[src/rtl/gbp_pkg.sv]
package gbp_pkg;
  typedef enum logic [0:0] {
    IDX_CONCAT = 1'b0,
    IDX_HASH   = 1'b1
  } idx_mode_e;
endpackage

[src/rtl/gbp_history.sv]
module gbp_history #(
  parameter int HIST_W = 2
) (
  input  logic              clk,
  input  logic              rst_n,
  input  logic              shift_en,
  input  logic              bit_in,
  output logic [HIST_W-1:0] hist
);
  logic [HIST_W-1:0] hist_q;
  logic [HIST_W:0]   shifted;

  // newest outcome enters at bit 0, oldest falls off the top
  assign shifted = {hist_q, bit_in};

  always_ff @(posedge clk or negedge rst_n) begin
    if (!rst_n)        hist_q <= '0;
    else if (shift_en) hist_q <= shifted[HIST_W-1:0];
  end

  assign hist = hist_q;
endmodule

[src/rtl/gbp_index.sv]
module gbp_index
  import gbp_pkg::*;
#(
  parameter idx_mode_e MODE      = IDX_CONCAT,
  parameter int        HIST_W    = 2,
  parameter int        ADDR_BITS = 4,
  parameter int        PC_W      = 32,
  parameter int        IDX_W     = 6
) (
  input  logic [PC_W-1:0]   pc,
  input  logic [HIST_W-1:0] hist,
  output logic [IDX_W-1:0]  idx
);
  logic [ADDR_BITS-1:0] addr_field;

  // word-aligned address: the two lowest bits never select
  assign addr_field = pc[ADDR_BITS+1:2];

  generate
    if (MODE == IDX_HASH) begin : g_hash
      logic [IDX_W-1:0] addr_ext;
      logic [IDX_W-1:0] hist_ext;
      assign addr_ext = IDX_W'(addr_field);
      assign hist_ext = IDX_W'(hist);
      assign idx      = addr_ext ^ hist_ext;
    end else begin : g_concat
      assign idx = {hist, addr_field};
    end
  endgenerate
endmodule

[src/rtl/gbp_ctr_table.sv]
module gbp_ctr_table #(
  parameter int IDX_W = 6,
  parameter int CTR_W = 2,
  localparam int ENTRIES = 1 << IDX_W
) (
  input  logic               clk,
  input  logic               rst_n,
  input  logic [IDX_W-1:0]   rd_idx,
  output logic               rd_taken,
  input  logic               wr_en,
  input  logic [IDX_W-1:0]   wr_idx,
  input  logic               wr_taken,
  output logic [CTR_W-1:0]   wr_old,
  output logic [CTR_W-1:0]   wr_new,
  output logic [ENTRIES-1:0] wr_sel
);
  localparam logic [CTR_W-1:0] CTR_MAX  = {CTR_W{1'b1}};
  localparam logic [CTR_W-1:0] CTR_HALF = CTR_W'(1) << (CTR_W - 1);
  localparam logic [CTR_W-1:0] CTR_INIT = CTR_HALF - CTR_W'(1);

  function automatic logic [CTR_W-1:0] ctr_step(input logic [CTR_W-1:0] v,
                                                 input logic up);
    if (up) return (v == CTR_MAX) ? v : v + CTR_W'(1);
    else    return (v == '0)      ? v : v - CTR_W'(1);
  endfunction

  function automatic logic ctr_says_taken(input logic [CTR_W-1:0] v);
    return v >= CTR_HALF;
  endfunction

  logic [CTR_W-1:0] ctr_q [ENTRIES];

  assign wr_old = ctr_q[wr_idx];
  assign wr_new = ctr_step(wr_old, wr_taken);

  genvar i;
  generate
    for (i = 0; i < ENTRIES; i++) begin : g_ent
      assign wr_sel[i] = wr_en && (wr_idx == IDX_W'(i));
      always_ff @(posedge clk or negedge rst_n) begin
        if (!rst_n)         ctr_q[i] <= CTR_INIT;
        else if (wr_sel[i]) ctr_q[i] <= wr_new;
      end
    end
  endgenerate

  assign rd_taken = ctr_says_taken(ctr_q[rd_idx]);
endmodule

[src/rtl/gbp_dir_predictor.sv]
module gbp_dir_predictor
  import gbp_pkg::*;
#(
  parameter idx_mode_e MODE      = IDX_CONCAT,
  parameter int        HIST_W    = 2,
  parameter int        ADDR_BITS = 4,
  parameter int        CTR_W     = 2,
  parameter int        PC_W      = 32
) (
  input  logic            clk,
  input  logic            rst_n,
  input  logic [PC_W-1:0] lk_pc,
  output logic            lk_taken,
  input  logic            up_valid,
  input  logic [PC_W-1:0] up_pc,
  input  logic            up_taken
);
  localparam int WIDE_W  = (HIST_W > ADDR_BITS) ? HIST_W : ADDR_BITS;
  localparam int IDX_W   = (MODE == IDX_HASH) ? WIDE_W : (HIST_W + ADDR_BITS);
  localparam int ENTRIES = 1 << IDX_W;

  logic [HIST_W-1:0]  hist;
  logic [IDX_W-1:0]   lk_idx;
  logic [IDX_W-1:0]   up_idx;
  logic [CTR_W-1:0]   upd_old;
  logic [CTR_W-1:0]   upd_new;
  logic [ENTRIES-1:0] wr_sel;

  gbp_history #(.HIST_W(HIST_W)) u_hist (
    .clk      (clk),
    .rst_n    (rst_n),
    .shift_en (up_valid),
    .bit_in   (up_taken),
    .hist     (hist)
  );

  gbp_index #(.MODE(MODE), .HIST_W(HIST_W), .ADDR_BITS(ADDR_BITS),
              .PC_W(PC_W), .IDX_W(IDX_W)) u_lk_idx (
    .pc   (lk_pc),
    .hist (hist),
    .idx  (lk_idx)
  );

  gbp_index #(.MODE(MODE), .HIST_W(HIST_W), .ADDR_BITS(ADDR_BITS),
              .PC_W(PC_W), .IDX_W(IDX_W)) u_up_idx (
    .pc   (up_pc),
    .hist (hist),
    .idx  (up_idx)
  );

  gbp_ctr_table #(.IDX_W(IDX_W), .CTR_W(CTR_W)) u_tbl (
    .clk      (clk),
    .rst_n    (rst_n),
    .rd_idx   (lk_idx),
    .rd_taken (lk_taken),
    .wr_en    (up_valid),
    .wr_idx   (up_idx),
    .wr_taken (up_taken),
    .wr_old   (upd_old),
    .wr_new   (upd_new),
    .wr_sel   (wr_sel)
  );
endmodule

[config.mk]
export PLATFORM = sky130hd
export DESIGN_NAME = gbp_dir_predictor
export DESIGN_NICKNAME = d
export VERILOG_FILES = /design/src/rtl/gbp_pkg.sv /design/src/rtl/gbp_history.sv /design/src/rtl/gbp_index.sv /design/src/rtl/gbp_ctr_table.sv /design/src/rtl/gbp_dir_predictor.sv
export SDC_FILE = /design/constraint.sdc
export NUM_CORES = 1
export LEC_CHECK = 0
export ABC_AREA = 0
export BUFFER_PORTS_ARGS = -buffer_cell sky130_fd_sc_hd__buf_2
export CAP_MARGIN = 25
export CORE_AREA = 2 2 135 137
export DETAILED_ROUTE_END_ITERATION = 16
export DIE_AREA = 0 0 137 139
export PLACE_DENSITY_LB_ADDON = 0.08
export SLEW_MARGIN = 30
export SYNTH_ARGS = -nofsm -noshare
export SYNTH_HDL_FRONTEND = slang
export SYNTH_SLANG_ARGS = --single-unit
[constraint.sdc]
create_clock -name clk -period 5.5 [get_ports clk]
set_clock_uncertainty 0.2 [all_clocks]
set_input_delay 0.55 -clock clk [delete_from_list [all_inputs] [get_ports clk]]
set_output_delay 0.55 -clock clk [all_outputs]
set_load 0.03 [all_outputs]
==> results of run 1 <==
[cells by family (layout without fill, tap and decap cells)]
kind of cell,Yosys count,in the layout,synth area share
multiplexers,182,182,0.381
flip-flops,130,130,0.480
AND/OR/NAND/NOR,119,119,0.0769
buffers and inverters,38,53,0.0396
AO/OA/AOI/OAI,25,25,0.0223
[placed cells by master (no fill, tap or decap)]
cell type   netlist  final
dfrtp_1          66     66
nand2_1          52     52
nor3b_1           2      2
nor2_1           34     34
buf_12            0      1
or3b_1            1      1
dfstp_2          64     64
or3b_2            2      2
nor3_1            6      6
clkinv_4          0      1
buf_6            15      1
a32o_2            0      2
buf_2             7     11
or2_2             4      4
a21oi_1           2      2
clkbuf_16         0     17
o21ai_1           3      3
and2_1            2      2
mux2_2          129    129
buf_4             3      6
inv_1             2      2
nand2_2           1      1
clkbuf_1          9      3
o21ai_0           2      2
clkinvlp_4        0      3
nor4_2            0      1
o22ai_1          16     16
nand3_1           3      3
clkbuf_8          0      4
nand4_1           1      1
clkinv_2          0      2
nand2b_1          4      4
mux4_2           53     53
bufinv_16         0      2
nand3b_1          5      5
or3_1             1      1
[how the worst min path moves through the flow]
stage | from | endpoint | slack (ns) | depth (start not counted)
floorplan | rst_n | u_hist.hist[0] | 0.05 | 0
finish | rst_n | u_tbl.ctr_q[79] | -0.02 | 1
global route | rst_n | u_tbl.ctr_q[79] | 0.03 | 1
detailed placement | u_tbl.ctr_q[19] | u_tbl.ctr_q[19] | 0.31 | 1
global placement | u_tbl.ctr_q[19] | u_tbl.ctr_q[19] | 0.31 | 1
CTS | rst_n | u_tbl.ctr_q[79] | 0.14 | 1
[final cells by class]
class                      count  area share
tap                          229      0.0372
sequential                   130       0.433
clock inverter                 8      0.0132
multi-input combinational    326       0.435
timing repair buffer          19      0.0171
clock buffer                  24      0.0639
inverter                       2    0.000975
[per-layer routing]
| layer | up-vias | wire (um) | track usage |
|---|---|---|---|
| met1 | 2205 | 8030 | 0.272 |
| met3 | 27 | 476 | 0.0340 |
| li1 | 1850 | - | - |
| met5 | - | 0 | 0 |
| met4 | 0 | 372 | 0.0700 |
| met2 | 55 | 8160 | 0.292 |
[stage by stage]
stage	instance area (um2)	setup slack, ns
floorplan	6940	2.12
global placement	7090	1.39
detailed placement	7090	1.40
CTS	7690	1.84
global route	7700	1.62
finish	7700	1.86
[report_power, final]
part	switching, mW	internal, mW	total, mW	leakage (nW)
Combinational	0.241	0.292	0.534	1.32
Clock	0.419	0.714	1.13	0.282
Sequential	0.127	1.20	1.33	1.56
Total	0.788	2.21	3.00	3.16
[sequential cells by signal (all words and copies together), names as in the netlist]
register,cells
u_hist.hist,2
u_tbl.ctr_q,128
[critical path, stage by stage]
cell     delay (ns)
buf_2          0.59
buf_4          0.38
mux4_2         0.57
o22ai_1        0.24
nor2_1         0.08
and2_1         0.15
a21oi_1        0.16
a32o_2         0.61
buf_12         0.26
mux2_2         0.17
==> metrics.txt, run 1 <==
status=finished, violations left; failing checks=hold timing; cells after synthesis=slightly below 500; clock latency on the worst-skew pair=0.43 ns; most numerous cell in the Yosys netlist=mux2_2; Placed Cells incl. Taps=706; final hold slack=-0.0242 ns; top cell type's share of synthesized area=0.242; PostCTS Resize Cnt=0; post-DP HPWL=approximately 12000 um; Post-Route Utilization=0.436; 1st-pass router iterations=4; wire length per cell=roughly 23 um; register bit total from synthesis=130; Synth Area per Inst=roughly 14 um2; Worst EP required=5.67 ns; ANT cells=0; first-pass GRT wire length=26600 um; number of fillers in the final layout=approximately 1700; vias in the first global route=about 4400; Slew headroom=0.378; Max VDD drop=approximately 240 uV; number of buffers inserted by hold repair at cts=0; RR Endpoint=u_tbl.ctr_q[64]; Slew @ Worst Pin=0.930 ns; fraction of layout cells with a size suffix above 1=0.597; Leak=3.16 nW; Final TNS setup=0 ns; RSZ-0062 raised after global routing=false; largest net degree at the start of global routing=81; total power divided by cell area=around 400 nW/um2; endpoints failing hold=25; Worst setup endpoint=u_tbl.ctr_q[64]; EDFF count, synth=0; Final GP Congestion=approximately 0.81; starting density of the core=0.393; Clk pin slew, worst setup/hold paths=approximately 0.060 ns; dominant cell type by area after synthesis=dfstp_2; routed via count=4137; Setup crit start=up_pc[2]; # clock sinks=130; Syn Std Cell Area=about 7000 um2; DR DRC count=0; Die Y-Extent=roughly 140 um; synth unique cells=30; multi-input combinational cell area=3340 um2; highest clock rate=~280 MHz; Syn Nets=562; Primary FF master, synth=dfrtp_1; 1st-iter DRT viols=~280; r2r setup slk=2.32 ns; WS Path Type=primary input to register; Tcrit/Tclk final=0.661; Via density=about 5.6; core area=~18000 um2; synth cell count leaders=mux2_2 (129), dfrtp_1 (66), dfstp_2 (64); synth top area cells=dfstp_2 (24%), dfrtp_1 (24%), mux2_2 (21%); Critical Path AT=between 3 and 4 ns; critical path fanouts, max=33; Final Non-Filler Cells=~740; post-layout min period=about 3.6 ns; worst r2r src=u_hist.hist[1]; Crit. End Element=register; Tot GR Track Use=0.191; register area share after synthesis=0.480; initial antenna violation count=0; grt ovf=0; I/O pin count=roughly 70; Setup crit start kind=primary input; die area=around 19000 um2; row cnt=49; WL final=17000 um; Num CTS Buffers=17; Slew Viols, Final=0; R2R depth=8; asr flop ratio synth=1.00; area delta synth->final=10.8%; I/O Buffers=12; Setup-failing EPs final=0; ANT nets after route=0; CTS tree=done; synth warn=0; Worst Hold Class=primary input to async pin; die width=137 um; Clock Root Buffer=clkbuf_16; maximum root-to-sink buffer count=2; Max Cap Violations=0; Reg area=roughly 3300 um2; post-CTS setup buffers=0; H-tree depth=4; nets=~560; total power=~3 mW
Note: power is estimated with default switching activity, not from simulation.
==> run 2, diff against run 1 <==
==> constraint.sdc (replaced) <==
create_clock -name clk -period 3.22 [get_ports clk]
set_clock_uncertainty 0.2 [all_clocks]
set_input_delay 0.322 -clock clk [delete_from_list [all_inputs] [get_ports clk]]
set_output_delay 0.322 -clock clk [all_outputs]
set_load 0.03 [all_outputs]
==> metrics.txt, run 2 (synthesized netlist as in run 1, its figures left out) <==
WS Path Type=register to output pin; Worst Hold Class=primary input to register; Setup crit start kind=register; CP bufs+invs=1; layer carrying the most global-route usage=met2; Via density=between 5 and 6; initial antenna violation count=0; Num CTS Buffers=17; Tcrit/Tclk final=0.945; Max Cap Violations=0; ANT cells=0; routed via count=roughly 4200; register share of total power=0.430; Most flops, register=u_tbl.ctr_q; I/O Buffers=12; Slew Viols, Final=0; GR Util met2=0.303; Setup-failing EPs final=0; met3 Track Usage GR=0.0446; wire length per cell=between 20 and 25 um; final worst slack=between 0.15 and 0.2 ns; GR Util met1=0.275; core area=17700 um2; Slew @ Worst Pin=0.812 ns; status=completed; most frequent cells in the layout=mux2_2 (129), dfrtp_1 (66), dfstp_2 (64), mux4_2 (53), nand2_1 (52); fraction of layout cells with a size suffix above 1=0.605; clock latency on the worst-skew pair=0.42 ns; first-pass GRT wire length=27000 um; Clock Root Buffer=clkbuf_16; vias in the first global route=4464; Worst EP required=roughly 2.7 ns; Crit-path slowest cell=mux4_2; die width=around 140 um; WL final=around 17000 um; # clock sinks=130; critical path fanouts, max=3; post-layout min period=3.04 ns; total power divided by cell area=~670 nW/um2; combinational power share=0.183; max reg flops=128; commonest non-fill, non-tap cell in the layout=mux2_2; ANT nets after route=0; most used cell, CP=mux4_2; Pint=3.93 mW; setup slack at placement=around 0.19 ns; highest clock rate=approximately 330 MHz; Switching Share=0.255; nets=a little under 600; Slew headroom=0.457; endpoints failing hold=0; Post-Route Utilization=0.449; 1st-pass router iterations=4; Clock power frac=0.387; grt ovf=0; row cnt=49; Final GP Congestion=between 0.8 and 0.9; post-DP HPWL=between 10000 and 15000 um; Tot GR Track Use=0.195; maximum root-to-sink buffer count=2; post-CTS setup buffers=0; Crit. End Element=output pin; Max VDD drop=~330 uV; Die Y-Extent=about 140 um; RSZ-0062 raised after global routing=false; CTS tree=done; crit-path max cell delay=0.52 ns; 1st-iter DRT viols=255; crit-path leading delay family=multiplexers; largest net degree at the start of global routing=between 50 and 60; Clk pin slew, worst setup/hold paths=around 0.06 ns; starting density of the core=0.393; Critical Path AT=~2.5 ns; DR DRC count=0; H-tree depth=4; Final TNS setup=0 ns; critical path, cell by cell=mux4_2 > mux4_2 > mux4_2 > buf_2; area delta synth->final=14.3%; I/O pin count=between 60 and 70; switching power=around 1.3 mW; die area=19000 um2; total power=5.28 mW; Leak=about 3.3 nW
-- run 2: cell types whose count changed in the layout (fill, tap and decap cells not counted), sizes merged --
cell         delta
bufinv          +2
dlygate4sd3     +2
clkinvlp        -2
buf            +15
clkbuf          -2
clkinv          +2
-- run 2: worst paths after layout --
path,from,end,slack [ns],depth (start not counted)
min reg2reg,u_tbl.ctr_q[71],u_tbl.ctr_q[71],0.33,1
min in group asynchronous,rst_n,u_tbl.ctr_q[79],0.26,2
max reg2reg,u_hist.hist[1],u_tbl.ctr_q[67],0.37,9
max,u_tbl.ctr_q[79],lk_taken,0.18,4
min,up_valid,u_hist.hist[1],0.05,2
max in group asynchronous,rst_n,u_tbl.ctr_q[58],1.64,3
-- run 2: final cells by class --
| type | count | area, um2 |
|---|---|---|
| clock buffer | 22 | 464 |
| clock inverter | 10 | 156 |
| fill | 1588 | 9720 |
| inverter | 2 | 7.51 |
| multi-input combinational | 326 | 3340 |
| sequential | 130 | 3330 |
| tap | 229 | 287 |
| timing repair buffer | 36 | 348 |
-- run 2: timing repair --
| item | CTS | global route |
|---|---|---|
| hold buffers | 2 | 0 |
| hold endpoints to repair | 23 | 0 |
| gates resized for setup | 0 | 0 |
-- run 2: per-stage QoR --
step / hold WS (ns) / cells / cell area (um2)
detailed placement: 0.174 / 721 / 7290
CTS: 0.0244 / 755 / 7930
global placement: 0.153 / 721 / 7290
global route: 0.0406 / 755 / 7930
floorplan: -0.174 / 494 / 6940
finish: 0.0497 / 755 / 7930
-- run 2: layer usage --
metal	share of wire	vias up
li1	-	1889
met1	0.46	2235
met2	0.49	67
met3	0.034	13
met4	0.0093	0
met5	0	-
-- run 2: power by group through the flow --
stage                     combinational, mW  sequential (mW)  clock (mW)
after global routing                   1.05             2.31        2.16
after global placement                0.952             2.27           0
after floorplan                       0.781             2.19           0
after CTS                             0.982             2.26        2.07
final                                 0.968             2.27        2.04
after detailed placement              0.978             2.29           0
==> run 3, diff against run 2 <==
--- a/config.mk
+++ b/config.mk
@@ -8,9 +8,9 @@
 export ABC_AREA = 0
 export BUFFER_PORTS_ARGS = -buffer_cell sky130_fd_sc_hd__buf_2
 export CAP_MARGIN = 25
-export CORE_AREA = 2 2 135 137
+export CORE_AREA = 2 2 161 163
 export DETAILED_ROUTE_END_ITERATION = 16
-export DIE_AREA = 0 0 137 139
+export DIE_AREA = 0 0 163 165
 export PLACE_DENSITY_LB_ADDON = 0.08
 export SLEW_MARGIN = 30
 export SYNTH_ARGS = -nofsm -noshare
==> metrics.txt, run 3 (synthesized netlist as in run 1, its figures left out) <==
H-tree depth=4; total power divided by cell area=roughly 640 nW/um2; fraction of layout cells with a size suffix above 1=0.608; highest metal used=met4; post-layout min period=3.05 ns; final hold slack=0.0408 ns; max reg flops=128; ANT nets after route=0; Slew headroom=0.576; R2R depth=8; Setup-failing EPs final=0; die area=roughly 27000 um2; WL met3=539 um; critical path, cell by cell=mux4_2 > mux4_2 > mux4_2 > buf_2; row cnt=just under 60; starting density of the core=0.277; nets=a little under 600; Clk pin slew, worst setup/hold paths=~0.060 ns; Slew @ Worst Pin=between 0.6 and 0.7 ns; clock latency on the worst-skew pair=approximately 0.42 ns; I/O pin count=around 70; post-DP HPWL=between 10000 and 15000 um; Crit. End Element=output pin; Crit-path slowest cell=mux4_2; Clock Root Buffer=clkbuf_16; die width=~160 um; Tot GR Track Use=0.150; RR Endpoint=u_tbl.ctr_q[5]; WHS Path Cells=2; routed via count=4192; 1st-pass router iterations=4; multi-input combinational cell area=~3300 um2; WS Path Type=register to output pin; WL met2=8970 um; wire length per cell=around 22 um; crit-path leading delay family=multiplexers; CTS tree=done; ANT cells=0; maximum root-to-sink buffer count=2; r2r setup slk=roughly 0.43 ns; core area=between 20000 and 30000 um2; Critical Path AT=2.53 ns; crit-path max cell delay=0.51 ns; Worst Hold Class=primary input to register; Num CTS Buffers=17; Final TNS setup=0 ns; vias in the first global route=roughly 4500; Max Cap Violations=0; Worst EP required=around 2.7 ns; hold wc startpoint=up_valid; most frequent cells in the layout=mux2_2 (129), dfrtp_1 (66), dfstp_2 (64), mux4_2 (53), nand2_1 (52); Max VDD drop=between 300 and 400 uV; critical path fanouts, max=3; I/O Buffers=12; number of fillers in the final layout=between 2000 and 2500; Final GP Congestion=about 0.8; area delta synth->final=15.9%; Die Y-Extent=about 170 um; worst r2r src=u_hist.hist[1]; grt ovf=0; 1st-iter DRT viols=~300; Via density=between 4 and 5; commonest non-fill, non-tap cell in the layout=mux2_2; largest net degree at the start of global routing=72; Slew Viols, Final=0; most used cell, CP=mux4_2; endpoints failing hold=0; CP bufs+invs=1; Tcrit/Tclk final=0.948; post-CTS setup buffers=0; WL met1=~9000 um; highest clock rate=between 300 and 400 MHz; Leak=3.27 nW; Most flops, register=u_tbl.ctr_q; RSZ-0062 raised after global routing=false; Setup crit start kind=register; WL final=around 19000 um; status=completed; Min-Delay Endpoint=u_hist.hist[1]; # clock sinks=130; DR DRC count=0; first-pass GRT wire length=around 30000 um; Reg area=3330 um2; initial antenna violation count=0
-- run 3: cell types whose count changed in the layout (fill, tap and decap cells not counted), sizes merged --
cell      before  now
bufinv         4    2
clkinv         5    6
clkinvlp       1    4
buf           34   36
clkbuf        22   20
-- run 3: cell type report --
class	instances	area share
tap	330	0.0513
clock inverter	12	0.0168
timing repair buffer	38	0.0466
multi-input combinational	326	0.415
inverter	2	0.000933
sequential	130	0.414
clock buffer	20	0.0555
-- run 3: worst register-to-register path: stages, from the launching register on --
cell and delay, ns:
dfrtp_1 0.57, or3b_2 0.58, o22ai_1 0.25, nor2_1 0.07, nand2_1 0.15, a21oi_1 0.10, a32o_2 0.29, buf_12 0.17
mux2_2 0.31
-- run 3: worst max-delay path by stage --
| stage | from | to | slack [ns] | cells after the start |
|---|---|---|---|---|
| 2_1_floorplan | lk_pc[2] | lk_taken | 0.30 | 5 |
| 3_3_place_gp | up_pc[3] | u_tbl.ctr_q[37] | 0.25 | 9 |
| 3_5_place_dp | up_pc[3] | u_tbl.ctr_q[33] | 0.25 | 9 |
| 4_1_cts | u_tbl.ctr_q[33] | lk_taken | 0.11 | 4 |
| 5_1_grt | u_tbl.ctr_q[33] | lk_taken | 0.09 | 4 |
| 6_report | u_tbl.ctr_q[33] | lk_taken | 0.17 | 4 |
-- run 3: what timing repair did --
action	4_1_cts	5_1_grt
endpoints found under the hold margin	54	0
gates resized for setup	0	0
endpoints found under the setup margin	0	0
hold buffers	2	0
-- run 3: layer usage --
| metal | track usage | vias up |
|---|---|---|
| li1 | - | 1891 |
| met1 | 0.208 | 2232 |
| met2 | 0.243 | 53 |
| met3 | 0.0279 | 16 |
| met4 | 0.0382 | 0 |
| met5 | 0 | - |
-- run 3: power by group --
part | internal, mW | leakage [nW] | total, mW | switching [mW]
sequential | 2.06 | 1.56 | 2.27 | 0.218
clock | 1.16 | 0.272 | 1.93 | 0.766
combinational | 0.548 | 1.45 | 0.985 | 0.437
total | 3.76 | 3.27 | 5.19 | 1.42
-- run 3: through the flow --
stage | instance area [um2] | power, mW | cells | setup slack (ns) | utilization
detailed placement | 7450 | 3.30 | 824 | 0.245 | 0.297
CTS | 8050 | 5.26 | 858 | 0.108 | 0.321
finish | 8050 | 5.19 | 858 | 0.168 | 0.321
floorplan | 6940 | 2.97 | 494 | 0.296 | -
global placement | 7450 | 3.26 | 824 | 0.254 | 0.297
global route | 8050 | 5.44 | 858 | 0.0898 | 0.321
